**src/rtl/mac_pkg.sv**
```systemverilog
package mac_pkg;

    localparam int MAC_A_W   = 4;
    localparam int MAC_B_W   = 4;
    localparam int MAC_RES_W = 8;

    typedef struct packed {
        logic carry;
        logic sum;
    } fa_out_t;

    // One 3:2 counter cell: sum stays in the column, carry moves up one weight
    function automatic fa_out_t full_add(input logic x, input logic y, input logic z);
        fa_out_t r;
        r.sum   = x ^ y ^ z;
        r.carry = (x & y) | (x & z) | (y & z);
        return r;
    endfunction

    // True when matrix row r holds a real bit at column c.
    // Rows below bw are shifted partial products; row bw is the addend.
    function automatic logic bit_live(input int r, input int c, input int aw, input int bw);
        if (r < bw)
            return (c >= r) && (c - r < aw);
        return 1'b1;
    endfunction

endpackage

```
**src/rtl/mac_ppgen.sv**
```systemverilog
module mac_ppgen #(
    parameter int A_W   = 4,
    parameter int B_W   = 4,
    parameter int RES_W = 8
) (
    input  logic [A_W-1:0]                mul_a,
    input  logic [B_W-1:0]                mul_b,
    output logic [B_W-1:0][RES_W-1:0]     pp_rows
);

    // Row k: multiplicand shifted left by k, each bit ANDed with multiplier bit k
    for (genvar k = 0; k < B_W; k++) begin : g_row
        for (genvar c = 0; c < RES_W; c++) begin : g_col
            if (c >= k && c - k < A_W) begin : g_and
                assign pp_rows[k][c] = mul_a[c-k] & mul_b[k];
            end else begin : g_zero
                assign pp_rows[k][c] = 1'b0;
            end
        end
    end

endmodule

```
**src/rtl/mac_csa_reduce.sv**
```systemverilog
module mac_csa_reduce
    import mac_pkg::*;
#(
    parameter int A_W   = 4,
    parameter int B_W   = 4,
    parameter int RES_W = 8
) (
    input  logic [B_W:0][RES_W-1:0] matrix,
    output logic [RES_W-1:0]        sum_out
);

    localparam int ROWS  = B_W + 1;
    localparam int DEPTH = 2 * ROWS + 2;
    localparam int IDX_W = $clog2(DEPTH + 1);
    localparam int SLOTS = 2 ** IDX_W;

    always_comb begin
        logic [SLOTS-1:0] colbits [RES_W+1];
        logic [IDX_W-1:0] cnt     [RES_W+1];
        logic             x, y, z;
        fa_out_t          fo;

        for (int c = 0; c <= RES_W; c++) begin
            colbits[c] = '0;
            cnt[c]     = '0;
        end
        x  = 1'b0;
        y  = 1'b0;
        z  = 1'b0;
        fo = '0;

        // Load every live bit of the merged matrix into its column
        for (int r = 0; r < ROWS; r++) begin
            for (int c = 0; c < RES_W; c++) begin
                if (bit_live(r, c, A_W, B_W)) begin
                    colbits[c][cnt[c]] = matrix[r][c];
                    cnt[c]             = cnt[c] + IDX_W'(1);
                end
            end
        end

        // Column-wise 3:2 reduction, least significant column first
        for (int c = 0; c < RES_W; c++) begin
            for (int it = 0; it < DEPTH; it++) begin
                if (cnt[c] > IDX_W'(1)) begin
                    x = colbits[c][cnt[c] - IDX_W'(1)];
                    y = colbits[c][cnt[c] - IDX_W'(2)];
                    z = (cnt[c] > IDX_W'(2)) ? colbits[c][cnt[c] - IDX_W'(3)] : 1'b0;
                    fo = full_add(x, y, z);
                    cnt[c] = (cnt[c] > IDX_W'(2)) ? cnt[c] - IDX_W'(3) : cnt[c] - IDX_W'(2);
                    colbits[c][cnt[c]] = fo.sum;
                    cnt[c]             = cnt[c] + IDX_W'(1);
                    // column RES_W is a sink: its carries fall off the result
                    colbits[c+1][cnt[c+1]] = fo.carry;
                    cnt[c+1]               = cnt[c+1] + IDX_W'(1);
                end
            end
        end

        for (int c = 0; c < RES_W; c++) begin
            sum_out[c] = (cnt[c] != '0) ? colbits[c][0] : 1'b0;
        end
    end

endmodule

```
**src/rtl/mac_out_stage.sv**
```systemverilog
module mac_out_stage #(
    parameter int W       = 8,
    parameter bit REG_OUT = 1'b1
) (
    input  logic         clk,
    input  logic         rst,
    input  logic [W-1:0] d,
    output logic [W-1:0] q
);

    if (REG_OUT) begin : g_reg
        always_ff @(posedge clk) begin
            if (rst) q <= '0;
            else     q <= d;
        end
    end else begin : g_wire
        assign q = d;
    end

endmodule

```
**src/rtl/mac_csa_unit.sv**
```systemverilog
module mac_csa_unit
    import mac_pkg::*;
#(
    parameter int A_W     = MAC_A_W,
    parameter int B_W     = MAC_B_W,
    parameter int RES_W   = MAC_RES_W,
    parameter bit REG_OUT = 1'b1
) (
    input  logic             clk,
    input  logic             rst,
    input  logic [A_W-1:0]   mul_a,
    input  logic [B_W-1:0]   mul_b,
    input  logic [RES_W-1:0] acc_in,
    output logic [RES_W-1:0] result
);

    logic [B_W-1:0][RES_W-1:0] pp_rows;
    logic [B_W:0][RES_W-1:0]   matrix;
    logic [RES_W-1:0]          tree_sum;

    mac_ppgen #(.A_W(A_W), .B_W(B_W), .RES_W(RES_W)) u_ppgen (
        .mul_a   (mul_a),
        .mul_b   (mul_b),
        .pp_rows (pp_rows)
    );

    // Addend occupies the top row of the same bit matrix
    assign matrix = {acc_in, pp_rows};

    mac_csa_reduce #(.A_W(A_W), .B_W(B_W), .RES_W(RES_W)) u_reduce (
        .matrix  (matrix),
        .sum_out (tree_sum)
    );

    mac_out_stage #(.W(RES_W), .REG_OUT(REG_OUT)) u_out (
        .clk (clk),
        .rst (rst),
        .d   (tree_sum),
        .q   (result)
    );

endmodule

```
**config.mk**
```make
export PLATFORM = sky130hd
export DESIGN_NAME = mac_csa_unit
export DESIGN_NICKNAME = d
export VERILOG_FILES = /design/src/rtl/mac_pkg.sv /design/src/rtl/mac_ppgen.sv /design/src/rtl/mac_csa_reduce.sv /design/src/rtl/mac_out_stage.sv /design/src/rtl/mac_csa_unit.sv
export SDC_FILE = /design/constraint.sdc
export NUM_CORES = 1
export LEC_CHECK = 0
export ABC_AREA = 1
export BUFFER_PORTS_ARGS = -buffer_cell sky130_fd_sc_hd__buf_2
export CORE_MARGIN = 3
export CORE_UTILIZATION = 56
export CTS_BUF_LIST = sky130_fd_sc_hd__clkbuf_8 sky130_fd_sc_hd__clkbuf_16
export DETAILED_ROUTE_END_ITERATION = 10
export GPL_TIMING_DRIVEN = 1
export PLACE_DENSITY = 0.93
export SETUP_SLACK_MARGIN = 0.4
export SYNTH_ARGS = -nofsm -noshare
export SYNTH_HDL_FRONTEND = slang
export SYNTH_HIERARCHICAL = 1
export SYNTH_SLANG_ARGS = --single-unit
```
**constraint.sdc**
```tcl
create_clock -name clk -period 29.4 [get_ports clk]
set_input_delay 5.88 -clock clk [delete_from_list [all_inputs] [get_ports clk]]
set_output_delay 5.88 -clock clk [all_outputs]
set_load 0.05 [all_outputs]
```
==> flow_summary.yaml <==
run_status:
  status: "complete, no violations"
worst_setup_path:
  endpoint_kind: "flop"
  crit_type: "primary input to flop"
  arrival_ns: 14.58
  cp_max_fo: 4
  crit_path_top_delay_cell: "fa_1"
  crit_path_start_kind: "primary input"
  cp_slowest_stage_delay_ns: 0.56
  required_ns: 29.56
  cp_common_cell: "inv_1"
synthesis:
  syn_area_um2: 849.6
  syn-num-nets: 154
  avgSynthCellArea_um2: 7.261
  synthCells: 117
  yosys_warnings: 6
power_and_ir_drop:
  switchingPower_mw: 0.03651
  powerDensity_mw_per_mm2: 74.22
  intPower_mw: 0.03945
  pwr-share-clk_pct: 16.7
  switching_share_pct: 48.07
  power.leakage_nw: 0.7201
  power_frac_comb_pct: 63.6
  irDropWorstVdd_v: 0.00005640
  seqPwrFrac_pct: 19.8
global_routing:
  grt_first_pass_wirelength_mm: 2.766
  grt_start_max_net_pins: 9
  grt-ovfl-total: 0
  antenna_found_initial: 0
  grt_util_all_layers_pct: 18.79
  grt_pass1_vias: 750
route:
  antenna_left: 0
  wl_mm: 1.562
  via_count: 688
  first_pass_iters: 4
  drc_errors: 0
  viasPerCell: 4.327
  wire_per_inst_um: 9.824
  drt_iter0_markers: 11
placement:
  dp_slack_ns: 14.77
  portBuffers: 25
  dp_hpwl_mm: 1.406
  routabilityCongestion: 0.8439
timing:
  finalCritPeriodShare_pct: 49.05
  finalSetupViolations: 0
  slew_viol_final: 0
  finalHoldViolations: 0
  setup_slack_ns: 14.98
  fin_setup_tns_ns: 0
  tightestPinTransition_ns: 0.2572
  slew_headroom_pct: 82.97
  fin_crit_ns: 14.42
  fmax_mhz: 69.35
  rsz0062_at_grt: "false"
clock_network:
  clock-root-buffer: "clkbuf_8"
  ctsHoldBuffers: 0
  clkSinkCount: 8
  path_clk_slew_ns: 0.04
  ctsLongestPathBuffers: 2
  cts_setup_buffers: 0
  tritoncts: "built"
  h-tree-depth: 1
  cts_resized: 0
  numCtsBuffers: 3
flow_run:
  cap_violations: 0
floorplan:
  fp.dieH_um: 44.95
  die_w_um: 44.95
  coreArea_mm2: 0.001366
  num_io_pins: 26
  row_count: 13
  start_util_pct: 62.18
  fp.dieArea_mm2: 0.002021
layout:
  nFillCells: 102
  final_common_cell: "inv_1"
  num_antenna_cells: 0
  largest_reg_flops: 8
  final_cell_mix: "inv_1, buf_2, nand2_1, fa_1"
  top_register: "u_out/q"
  reg.largest.list: "u_out/q: 8 flops"
  synthToLayoutAreaGrowth_pct: 20.47
  nNetsFinal: 183
  drive_above_1_share_pct: 19.44
worst_hold_path:
  hold_path.class: "primary input to flop"
  hold_depth: 2
  holdCritStartpoint: "rst"
  hold_path_end: "u_out/q[3]$_SDFF_PP0_"
worst max-delay path by stage:
stage | endpoint | from | depth (start not counted) | slack [ns]
finish | u_out/q[7]$_SDFF_PP0_ | mul_a[0] | 42 | 14.98
CTS | u_out/q[7]$_SDFF_PP0_ | mul_a[0] | 42 | 14.94
global placement | u_out/q[7]$_SDFF_PP0_ | mul_a[0] | 41 | 14.93
floorplan | u_out/q[7]$_SDFF_PP0_ | mul_a[0] | 40 | 15.29
detailed placement | u_out/q[7]$_SDFF_PP0_ | mul_a[0] | 41 | 14.77
global route | u_out/q[7]$_SDFF_PP0_ | mul_a[0] | 42 | 14.51
critical path, delay by kind of cell:
family,cells,cell delay [ns]
buffers and inverters,17,1.00
adder cells (fa/ha/maj),19,7.36
AND/OR/NAND/NOR,6,0.35
area by class of cell:
type	instances	area (µm²)	share of cell area [%]
multi-input cells	49	456.7	44.62
inverters	59	221.5	21.64
flip-flops and latches	8	160.2	15.65
clock buffers	3	41.29	4.034
repair buffers	25	125.1	12.22
well taps	15	18.77	1.834
stage by stage:
stage	hold slack (ns)	instance area [µm²]	instances	power [mW]	utilization [%]
floorplan	6.059	849.6	117	0.05224	-
global placement	6.142	982.2	156	0.06050	71.89
detailed placement	6.148	982.2	156	0.06354	71.89
CTS	5.918	1023	159	0.07706	74.91
global route	5.938	1023	159	0.08482	74.91
finish	5.925	1023	159	0.07596	74.91
power by group through the flow:
stage / Combinational (mW) / Clock, mW / Sequential (mW)
finish: 0.0483 / 0.0127 / 0.0150
detailed placement: 0.0484 / 0 / 0.0151
global placement: 0.0454 / 0 / 0.0151
floorplan: 0.0254 / 0 / 0.0268
global route: 0.0560 / 0.0136 / 0.0152
CTS: 0.0490 / 0.0130 / 0.0151
per-layer routing:
metal | global-route usage [%] | part of all wire, % | vias up
li1 | - | - | 352
met1 | 18.62 | 37 | 311
met2 | 37.01 | 56 | 21
met3 | 3.586 | 4.4 | 4
met4 | 7.602 | 2.6 | 0
met5 | 0 | 0 | -
Note: power is estimated with default switching activity, not from simulation.
